`config.mk`:
```
export PLATFORM = sky130hd
export DESIGN_NAME = rice_option_selector
export DESIGN_NICKNAME = d
export VERILOG_FILES = /design/src/rtl/rice_sel_pkg.sv /design/src/rtl/split_sum_bank.sv /design/src/rtl/pair_gamma_acc.sv /design/src/rtl/opt_pick.sv /design/src/rtl/rice_option_selector.sv
export SDC_FILE = /design/constraint.sdc
export NUM_CORES = 2
export LEC_CHECK = 0
export BUFFER_PORTS_ARGS = -buffer_cell sky130_fd_sc_hd__buf_4
export CAP_MARGIN = 15
export CORE_ASPECT_RATIO = 1.4
export CORE_MARGIN = 3
export CORE_UTILIZATION = 65
export DETAILED_ROUTE_END_ITERATION = 7
export HOLD_SLACK_MARGIN = 0.06
export PLACE_DENSITY = 0.84
export SLEW_MARGIN = 0
export SYNTH_ARGS = -nofsm -noshare
export SYNTH_HDL_FRONTEND = slang
export SYNTH_SLANG_ARGS = --single-unit
```
`constraint.sdc`:
```
create_clock -name clk -period 68.4 [get_ports clk]
set_input_delay 3.42 -clock clk [delete_from_list [all_inputs] [get_ports clk]]
set_output_delay 3.42 -clock clk [all_outputs]
set_load 0.1 [all_outputs]
```
`src/rtl/rice_sel_pkg.sv`:
```
package rice_sel_pkg;

    typedef enum logic [1:0] {
        ST_IDLE = 2'd0,
        ST_FILL = 2'd1,
        ST_COST = 2'd2,
        ST_EMIT = 2'd3
    } sel_state_e;

    typedef enum logic [1:0] {
        OK_ZERO  = 2'd0,
        OK_SECX  = 2'd1,
        OK_SPLIT = 2'd2,
        OK_RAW   = 2'd3
    } opt_kind_e;

    // Option identifier length as a function of sample width.
    function automatic logic [2:0] id_bits(input int unsigned n);
        if (n <= 8)
            return 3'd3;
        else if (n <= 16)
            return 3'd4;
        else
            return 3'd5;
    endfunction

endpackage

```
`src/rtl/split_sum_bank.sv`:
```
module split_sum_bank #(
    parameter int W  = 16,
    parameter int KN = 15,
    parameter int CW = 24
) (
    input  logic                   clk,
    input  logic                   rst_n,
    input  logic                   load,
    input  logic                   add,
    input  logic [W-1:0]           res,
    output logic [KN-1:0][CW-1:0]  sums
);

    // One accumulator per split parameter k: sum of (r >> k) + 1.
    for (genvar g = 0; g < KN; g++) begin : g_k
        logic [CW-1:0] term;

        always_comb term = CW'(res >> g) + CW'(1);

        always_ff @(posedge clk or negedge rst_n) begin
            if (!rst_n)
                sums[g] <= '0;
            else if (load)
                sums[g] <= term;
            else if (add)
                sums[g] <= sums[g] + term;
        end
    end

endmodule

```
`src/rtl/pair_gamma_acc.sv`:
```
module pair_gamma_acc #(
    parameter int W  = 16,
    parameter int CW = 24
) (
    input  logic          clk,
    input  logic          rst_n,
    input  logic          load,
    input  logic          add,
    input  logic [W-1:0]  res,
    output logic [CW-1:0] acc
);

    // Pair sums at or above this limit saturate the accumulator.
    localparam int SAT_EXP = (CW - 2) / 2;
    localparam logic [W:0] SAT_LIM = (W + 1)'(1) << SAT_EXP;

    logic [W-1:0]  held;
    logic          half;
    logic [W:0]    psum;
    logic [CW-1:0] sx;
    logic [CW-1:0] prod;
    logic [CW-1:0] term;
    logic          big;
    logic [CW:0]   nsum;

    always_comb begin
        psum = {1'b0, held} + {1'b0, res};
        big  = (psum >= SAT_LIM);
        sx   = CW'(psum);
        prod = sx * (sx + CW'(1));
        term = (prod >> 1) + CW'(res) + CW'(1);
        nsum = {1'b0, acc} + {1'b0, term};
    end

    always_ff @(posedge clk or negedge rst_n) begin
        if (!rst_n) begin
            held <= '0;
            half <= 1'b0;
            acc  <= '0;
        end else if (load) begin
            held <= res;
            half <= 1'b1;
            acc  <= '0;
        end else if (add) begin
            if (half) begin
                half <= 1'b0;
                acc  <= (big || nsum[CW]) ? '1 : nsum[CW-1:0];
            end else begin
                held <= res;
                half <= 1'b1;
            end
        end
    end

endmodule

```
`src/rtl/opt_pick.sv`:
```
module opt_pick
    import rice_sel_pkg::*;
#(
    parameter int KN = 15,
    parameter int KW = 4,
    parameter int CW = 24
) (
    input  logic [CW-1:0]          c_zero,
    input  logic                   e_zero,
    input  logic [CW-1:0]          c_secx,
    input  logic                   e_secx,
    input  logic [KN-1:0][CW-1:0]  c_split,
    input  logic [KN-1:0]          e_split,
    input  logic [CW-1:0]          c_raw,
    output opt_kind_e              p_kind,
    output logic [KW-1:0]          p_k,
    output logic [CW-1:0]          p_cost
);

    // Walk the options in tie-break order; only a strictly lower total replaces.
    always_comb begin
        logic have;
        have   = 1'b0;
        p_kind = OK_RAW;
        p_k    = '0;
        p_cost = c_raw;
        if (e_zero) begin
            have   = 1'b1;
            p_kind = OK_ZERO;
            p_cost = c_zero;
        end
        if (e_secx && (!have || c_secx < p_cost)) begin
            have   = 1'b1;
            p_kind = OK_SECX;
            p_cost = c_secx;
        end
        for (int i = 0; i < KN; i++) begin
            if (e_split[i] && (!have || c_split[i] < p_cost)) begin
                have   = 1'b1;
                p_kind = OK_SPLIT;
                p_k    = KW'(i);
                p_cost = c_split[i];
            end
        end
        if (!have || c_raw < p_cost) begin
            p_kind = OK_RAW;
            p_k    = '0;
            p_cost = c_raw;
        end
    end

endmodule

```
`src/rtl/rice_option_selector.sv`:
```
module rice_option_selector
    import rice_sel_pkg::*;
#(
    parameter int N_MAX   = 16,
    parameter int J_MAX   = 16,
    parameter int CW      = 24,
    parameter int RESTR_K = 3
) (
    input  logic                           clk,
    input  logic                           rst_n,
    input  logic [$clog2(N_MAX+1)-1:0]     cfg_n,
    input  logic                           cfg_blk16,
    input  logic                           cfg_restr,
    input  logic                           in_valid,
    input  logic                           in_first,
    input  logic [N_MAX-1:0]               in_res,
    output logic                           out_valid,
    output logic [1:0]                     out_kind,
    output logic [$clog2(N_MAX-1)-1:0]     out_k,
    output logic [CW-1:0]                  out_cost,
    output logic                           out_allzero
);

    localparam int KN   = N_MAX - 1;
    localparam int KW   = $clog2(KN);
    localparam int NW   = $clog2(N_MAX + 1);
    localparam int CNTW = $clog2(J_MAX + 1);

    sel_state_e state, state_nx;

    logic [NW-1:0]   n_q;
    logic            jlong_q;
    logic            restr_q;
    logic [CNTW-1:0] cnt;
    logic [CNTW-1:0] jv;
    logic            allz;

    logic            start, add, last;
    logic [NW-1:0]   n_use;
    logic [NW-1:0]   msh;
    logic [N_MAX-1:0] res_m;
    logic [2:0]      idl;

    logic [KN-1:0][CW-1:0] sums;
    logic [CW-1:0]         se_acc;

    // Registered totals, captured in ST_COST.
    logic [KN-1:0][CW-1:0] t_split;
    logic [KN-1:0]         e_split;
    logic [CW-1:0]         t_secx, t_zero, t_raw;
    logic                  e_secx, e_zero;

    opt_kind_e     p_kind;
    logic [KW-1:0] p_k;
    logic [CW-1:0] p_cost;

    // ---------------- input qualification ----------------
    always_comb begin
        start = in_valid && in_first && (state == ST_IDLE || state == ST_FILL);
        add   = in_valid && !in_first && (state == ST_FILL);
        jv    = jlong_q ? CNTW'(J_MAX) : CNTW'(J_MAX / 2);
        last  = add && (cnt == jv - CNTW'(1));
        n_use = start ? cfg_n : n_q;
        msh   = NW'(N_MAX) - n_use;
        res_m = in_res & ({N_MAX{1'b1}} >> msh);
        idl   = id_bits(32'(n_q));
    end

    // ---------------- state register ----------------
    always_comb begin
        state_nx = state;
        unique case (state)
            ST_IDLE: if (start) state_nx = ST_FILL;
            ST_FILL: if (last)  state_nx = ST_COST;
            ST_COST: state_nx = ST_EMIT;
            ST_EMIT: state_nx = ST_IDLE;
            default: state_nx = ST_IDLE;
        endcase
    end

    always_ff @(posedge clk or negedge rst_n) begin
        if (!rst_n)
            state <= ST_IDLE;
        else
            state <= state_nx;
    end

    // ---------------- block bookkeeping ----------------
    always_ff @(posedge clk or negedge rst_n) begin
        if (!rst_n) begin
            n_q     <= NW'(N_MAX);
            jlong_q <= 1'b1;
            restr_q <= 1'b0;
            cnt     <= '0;
            allz    <= 1'b0;
        end else if (start) begin
            n_q     <= cfg_n;
            jlong_q <= cfg_blk16;
            restr_q <= cfg_restr;
            cnt     <= CNTW'(1);
            allz    <= (res_m == '0);
        end else if (add) begin
            cnt     <= cnt + CNTW'(1);
            allz    <= allz && (res_m == '0);
        end
    end

    split_sum_bank #(.W(N_MAX), .KN(KN), .CW(CW)) u_split (
        .clk   (clk),
        .rst_n (rst_n),
        .load  (start),
        .add   (add),
        .res   (res_m),
        .sums  (sums)
    );

    pair_gamma_acc #(.W(N_MAX), .CW(CW)) u_pair (
        .clk   (clk),
        .rst_n (rst_n),
        .load  (start),
        .add   (add),
        .res   (res_m),
        .acc   (se_acc)
    );

    // ---------------- total cost capture ----------------
    for (genvar g = 0; g < KN; g++) begin : g_tot
        always_ff @(posedge clk or negedge rst_n) begin
            if (!rst_n) begin
                t_split[g] <= '0;
                e_split[g] <= 1'b0;
            end else if (state == ST_COST) begin
                t_split[g] <= sums[g] + CW'(jv) * CW'(g) + CW'(idl);
                e_split[g] <= (g + 2 <= 32'(n_q)) && (!restr_q || g <= RESTR_K);
            end
        end
    end

    always_ff @(posedge clk or negedge rst_n) begin
        if (!rst_n) begin
            t_secx <= '0;
            t_zero <= '0;
            t_raw  <= '0;
            e_secx <= 1'b0;
            e_zero <= 1'b0;
        end else if (state == ST_COST) begin
            logic [CW:0] sx_sum;
            sx_sum = {1'b0, se_acc} + (CW + 1)'(idl) + (CW + 1)'(1);
            t_secx <= (&se_acc || sx_sum[CW]) ? '1 : sx_sum[CW-1:0];
            t_zero <= CW'(idl) + CW'(2);
            t_raw  <= CW'(jv) * CW'(n_q) + CW'(idl);
            e_secx <= !restr_q;
            e_zero <= !restr_q && allz;
        end
    end

    opt_pick #(.KN(KN), .KW(KW), .CW(CW)) u_pick (
        .c_zero  (t_zero),
        .e_zero  (e_zero),
        .c_secx  (t_secx),
        .e_secx  (e_secx),
        .c_split (t_split),
        .e_split (e_split),
        .c_raw   (t_raw),
        .p_kind  (p_kind),
        .p_k     (p_k),
        .p_cost  (p_cost)
    );

    // ---------------- outputs ----------------
    always_ff @(posedge clk or negedge rst_n) begin
        if (!rst_n) begin
            out_valid   <= 1'b0;
            out_kind    <= 2'd0;
            out_k       <= '0;
            out_cost    <= '0;
            out_allzero <= 1'b0;
        end else begin
            out_valid <= (state == ST_EMIT);
            if (state == ST_EMIT) begin
                out_kind    <= p_kind;
                out_k       <= p_k;
                out_cost    <= p_cost;
                out_allzero <= allz;
            end
        end
    end

endmodule

```
# Yosys cells after proc, flatten, opt, wreduce, memory -nomap -nowiden
# Cells that the tools add are included.
[totals] reg_bits=897 out_inout_bits=32
[op_classes] add_sub_neg=71 multipliers=12 order_cmp=35 eq_ne=7 shifts=1 muxes=120 n_bitwise=1 reduce_logical=81
[ops] op="24-bit two-way mux" n=53
[ops] op="24-bit < comparator" n=17
[ops] op="24-bit adder" n=15
[ops] op="24-bit by 3-bit adder with 24-bit output" n=15
[ops] op="24-bit by 9-bit adder with 24-bit output" n=6
[ops] op="24-bit by 8-bit adder with 24-bit output" n=4
[ops] op="24-bit by 7-bit adder with 24-bit output" n=2
[ops] op="16-bit two-way mux" n=3
[ops] op="2-bit two-way mux" n=22
[ops] op="4-bit by 5-bit <= comparator with 1-bit output (first input constant)" n=8
[ops] op="1-bit logical AND" n=34
[ops] op="5-bit by 3-bit multiplier with 8-bit output (second input constant)" n=4
[ops] op="4-bit two-way mux" n=8
[ops] op="5-bit by 4-bit multiplier with 9-bit output (second input constant)" n=3
[ops] op="24-bit by 24-bit adder with 25-bit output" n=1
[ops] op="24-bit by 3-bit adder with 25-bit output" n=1
[ops] op="25-bit by 1-bit adder with 25-bit output (second input constant)" n=1
[ops] op="23-bit by 16-bit adder with 24-bit output" n=1
[ops] op="24-bit by 1-bit adder with 24-bit output (second input constant)" n=1
[ops] op="24-bit by 5-bit adder with 24-bit output" n=1
[ops] op="24-bit by 6-bit adder with 24-bit output" n=1
[ops] op="17-bit by 24-bit multiplier with 24-bit output" n=1
[ops] op="1-bit two-way mux" n=24
[ops] op="24-bit AND reduction" n=1
[ops] op="other kinds (45)" n=101

# Depth between registers and ports, before layout
[logic_depth] ltp_word=68 depth_mapped=269 mapped_depth_nobuf=237

# Cells and area by module
# From an unflattened synthesis, not the netlist that was laid out.
[hier_totals] hier_cells=9467 hier_area_um2=81368.0
[modules_own_cells] module="rice_option_selector" n_inst=1 cells_per_inst=2853 area_each_um2=27510.1
[modules_own_cells] module="split_sum_bank" n_inst=1 cells_per_inst=2864 area_each_um2=25350.6
[modules_own_cells] module="opt_pick" n_inst=1 cells_per_inst=2272 area_each_um2=16234.3
[modules_own_cells] module="pair_gamma_acc" n_inst=1 cells_per_inst=1478 area_each_um2=12273.0

# Worst setup path before layout
# No wires, ideal clock.
[synth_timing] kind="reg2reg" from="register e_zero" to="register out_cost[10]" setup_ns=0.125 arrival_time_ns=43.256 t_required_ns=68.275 setup_slack_ns=25.018 stages_incl_launch_ff=251 path_buffers=38 path_cell_list="dfrtp_1 > buf_4 > clkinv_1 > nand2_1 > ha_1 > a211oi_1 > nand4_1 > o31ai_1 > and2_0 > clkbuf_1 > nand2_1 > ha_1 > a2111oi_2 > o221ai_1 > a221oi_2 > o221ai_2 > a211o_2 > nand2_1 > [215 not listed] > a21o_1 > a21oi_1 > o21ai_0 > a21oi_4 > buf_2 > mux2i_1 > ha_1 > a21o_1 > a21oi_1 > nand4b_1 > a41o_1 > nand2_1 > a21oi_1 > and3_1 > buf_6 > buf_6 > mux2i_1 > mux2_2"
[synth_via] elab_chain_len=68 elab_cells_between_ends=102 cone_classes="order compare (17); mux (35); reduce/logical (50)"
[synth_lines] element="from (decl)" line="rice_option_selector.sv:51" rtl="logic e_secx, e_zero;"
[synth_lines] element="from (signal assigned)" line="rice_option_selector.sv:153" rtl="e_zero <= !restr_q && allz;"
[synth_lines] element="24-bit two-way mux or 1-bit two-way mux (tied branches)" line="opt_pick.sv:27" rtl="if (e_zero) begin"
[synth_lines] element="24-bit < comparator or 1-bit zero test (tied branches)" line="opt_pick.sv:32" rtl="if (e_secx && (!have || c_secx < p_cost)) begin"
[synth_lines] element="1-bit logical OR" line="opt_pick.sv:32"
[synth_lines] element="1-bit logical AND" line="opt_pick.sv:32"
[synth_lines] element="24-bit two-way mux or 1-bit two-way mux (tied branches)" line="opt_pick.sv:32"
[synth_lines] element="24-bit < comparator or 1-bit zero test (tied branches)" line="opt_pick.sv:38" rtl="if (e_split[i] && (!have || c_split[i] < p_cost)) begin"
[synth_lines] element="1-bit logical OR" line="opt_pick.sv:38"
[synth_lines] element="1-bit logical AND" line="opt_pick.sv:38"
[synth_lines] element="[52 not listed]"
[synth_lines] element="24-bit two-way mux or 1-bit two-way mux (tied branches)" line="opt_pick.sv:38"
[synth_lines] element="24-bit < comparator or 1-bit zero test (tied branches)" line="opt_pick.sv:38"
[synth_lines] element="1-bit logical OR" line="opt_pick.sv:38"
[synth_lines] element="1-bit logical AND" line="opt_pick.sv:38"
[synth_lines] element="24-bit two-way mux or 1-bit two-way mux (tied branches)" line="opt_pick.sv:38"
[synth_lines] element="24-bit < comparator or 1-bit zero test (tied branches)" line="opt_pick.sv:45" rtl="if (!have || c_raw < p_cost) begin"
[synth_lines] element="1-bit logical OR" line="opt_pick.sv:45"
[synth_lines] element="24-bit two-way mux *" line="opt_pick.sv:45"
[synth_lines] element="to (signal assigned)" line="rice_option_selector.sv:183" rtl="out_cost <= p_cost;"
[synth_lines] element="to (decl)" line="rice_option_selector.sv:20" rtl="output logic [CW-1:0] out_cost,"
# Every way passes the cells marked *; elsewhere a longest branch is shown, timed or not.
# A chain may end at the register's enable or synchronous reset.

# Final worst setup path
[layout_timing] from="register e_zero" to="register out_cost[3]"
# The elaborated chain is that of the path after synthesis.

==> results.toml <==
[worst_setup_path]
cpPeakStageDelay_ps = 790
critPathKind = "flip-flop to flip-flop"
reg2reg_depth = 230
cp.required_ps = 69010
slowest_stage = "nand2_1"
regToRegSetupSlack_ps = 19370
worst_r2r_endpoint = "out_cost[3]$_DFFE_PN0P_"
end_kind = "flip-flop"
worstSetupStartpointType = "flip-flop"
path_common_cell = "a21oi_1"
arrival_ps = 49640
cp_max_fo = 52
reg2reg_from = "e_zero$_DFFE_PN0P_"

[logic_synthesis]
syn_area_per_cell_um2 = 8.64
synth_seq_area_share_pct = 28.8
ys_ff_latch = 861
synthesis.area_um2 = 74900
synth_area_leaders = "dfrtp_1 29%, ha_1 14%, fa_1 6.4%"
synth_edf_count = 0
netlist_instances = 8672
synth.most_common_cell = "nor2_1"
yosysTopAreaCellShare_pct = 28.7
ys_async_sr_fraction_pct = 100
yosys.area.top_type = "dfrtp_1"
yosysUniqueCellTypes = 115
synth_flop_cell = "dfrtp_1"
yosysWarnings = 0
synth_commonest_cells = "1031 x nor2_1, 859 x a21oi_1, 859 x dfrtp_1"

[sta]
worstMarginPinSlew_ps = 1570
setup_tns_ps = 0
hold_violations = 0
relSlewSlack_pct = -4.58
setup_viol = 0
finalClockSkew_ps = 57.7
fmax_mhz = 20.4
min_period_over_period_pct = 71.7
drv_slew = 65
fin_crit_ps = 49030
rsz0062_at_grt = "false"

[detailed_routing]
top_layer_used = "met5"
route.antenna.remaining_nets = 0
drc = 0
drtIter0Drc = 5243
drt-vias-per-instance = 6.31
wl_met1_mm = 81.5
dr.pass1.iters = 6
vias = 63900
drt_wl_total_mm = 220
routedWlPerCell_um = 21.8
route.met3.wl_mm = 17.1
wl_met2_mm = 105

[min_path]
hold_end = "t_zero[2]$_DFFE_PN0P_"
hp-class = "flip-flop to flip-flop"
whs_path_depth = 1
min_from = "t_zero[2]$_DFFE_PN0P_"

[global_routing]
grt_pass1_vias = 64600
antenna_found_initial = 2
grt_overflow_total = 0
grt_pass1_wl_mm = 348
track_usage_pct = 36.6
grt_max_degree = 196

[clock_network]
htree_levels = 3
cts.path.max_buffers = 3
cts.sinks = 861
clkLatencyLatePin_ps = 730
cts-buffers-inserted = 90
cts_root_buf = "clkbuf_16"
cts_resized = 0
cts_setup_buffers = 0
cts_tree = "yes"
path_clk_slew_ps = 60
cts_hold_buf = 0

[outcome]
status = "finished with violations"
violations = "slew limit"

[layout]
area_growth_syn_to_layout_pct = 6.70
drive_above_1_share_pct = 7.03
fin_nets = 9689

[floorplan]
dieArea_um2 = 119000
rows = 146
core_region_area_um2 = 114000
die-height_um = 408
start_util_pct = 65.9
die_x_um = 293
io_pins = 59

[placed_design]
globalplace.congestion = 0.989
portBuffers = 58
dp_hpwl_mm = 165

[flow_run]
maxCapViolations = 0
-- critical path, delay by kind of cell, from the launching register on --
kind / cells / cell delay [ps]
buffers and inverters: 24 / 5150
and+or+nand+nor: 73 / 12610
DFF: 1 / 570
muxes: 10 / 3290
adders and majority gates: 17 / 4710
AOI/OAI and AO/OA: 106 / 22490
-- state kept, by name, indices dropped and copies added, names as in the netlist --
register,flops
state,2
t_raw,11
n_q,5
out_allzero,1
e_secx,1
t_split,360
out_valid,1
cnt,5
out_kind,2
e_zero,1
out_k,4
u_pair.held,16
t_secx,24
u_pair.half,1
out_cost,24
e_split,15
u_pair.acc,24
allz,1
t_zero,1
restr_q,1
jlong_q,1
u_split.sums,360
-- layout by cell type, fill, tap and decap left out, drive strengths merged, types with 132 or more instances in the layout --
| master | n |
|---|---|
| nand2 | 555 |
| xor2 | 295 |
| mux2 | 213 |
| nand2b | 159 |
| inv | 796 |
| o21ai | 358 |
| a21oi | 860 |
| buf | 144 |
| ha | 856 |
| nor2 | 1033 |
| nand4 | 132 |
| dfrtp | 859 |
| a21o | 207 |
| nand3 | 224 |
| fa | 238 |
| xnor2 | 502 |
-- logic make-up after synthesis --
group,Yosys count,synth area share [%]
AO/OA/AOI/OAI,1890,15.3
adder cells (fa/ha/maj),1094,20.6
XOR/XNOR,797,9.31
multiplexers,278,4.07
AND/OR/NAND/NOR,2609,16.1
flip-flops,861,28.8
buffers and inverters,1142,5.80
other,1,0.00500
-- layout make-up --
type                       count  area, µm²
inverter                     797       2990
antenna                        2       5.00
timing repair buffer         144       1170
fill                        8688      33800
clock inverter                41        642
multi-input combinational   6674      49200
clock buffer                 126       2610
sequential                   861      21500
tap                         1480       1850
-- metrics by stage --
step	hold slack [ps]	setup WS, ps	instances	util, %	area, µm²
2_1_floorplan	437	25020	8677	-	75000
3_3_place_gp	467	21700	9953	67.4	76700
3_5_place_dp	452	20060	9953	67.4	76700
4_1_cts	473	20040	10100	70.2	79900
5_1_grt	499	15340	10100	70.3	80000
6_report	475	19370	10100	70.3	80000
-- layer usage --
| layer | global-route usage [%] | vias up |
|---|---|---|
| li1 | - | 29400 |
| met1 | 42.9 | 31000 |
| met2 | 61.7 | 2682 |
| met3 | 6.62 | 869 |
| met4 | 23.7 | 2 |
| met5 | 0 | - |
-- how the worst max path moves through the flow --
| stage | start | to | slack, ps | cells after the start |
|---|---|---|---|---|
| 6_report | e_zero$_DFFE_PN0P_ | out_cost[3]$_DFFE_PN0P_ | 19370 | 230 |
| 5_1_grt | e_zero$_DFFE_PN0P_ | out_cost[4]$_DFFE_PN0P_ | 15340 | 227 |
| 4_1_cts | e_zero$_DFFE_PN0P_ | out_cost[5]$_DFFE_PN0P_ | 20040 | 229 |
| 3_5_place_dp | e_zero$_DFFE_PN0P_ | out_cost[9]$_DFFE_PN0P_ | 20060 | 229 |
| 3_3_place_gp | e_zero$_DFFE_PN0P_ | out_cost[4]$_DFFE_PN0P_ | 21700 | 228 |
| 2_1_floorplan | e_zero$_DFFE_PN0P_ | out_cost[10]$_DFFE_PN0P_ | 25020 | 250 |
Power is not shown: default switching activity piles up to over one toggle a cycle in this logic, so the estimate is an artifact.
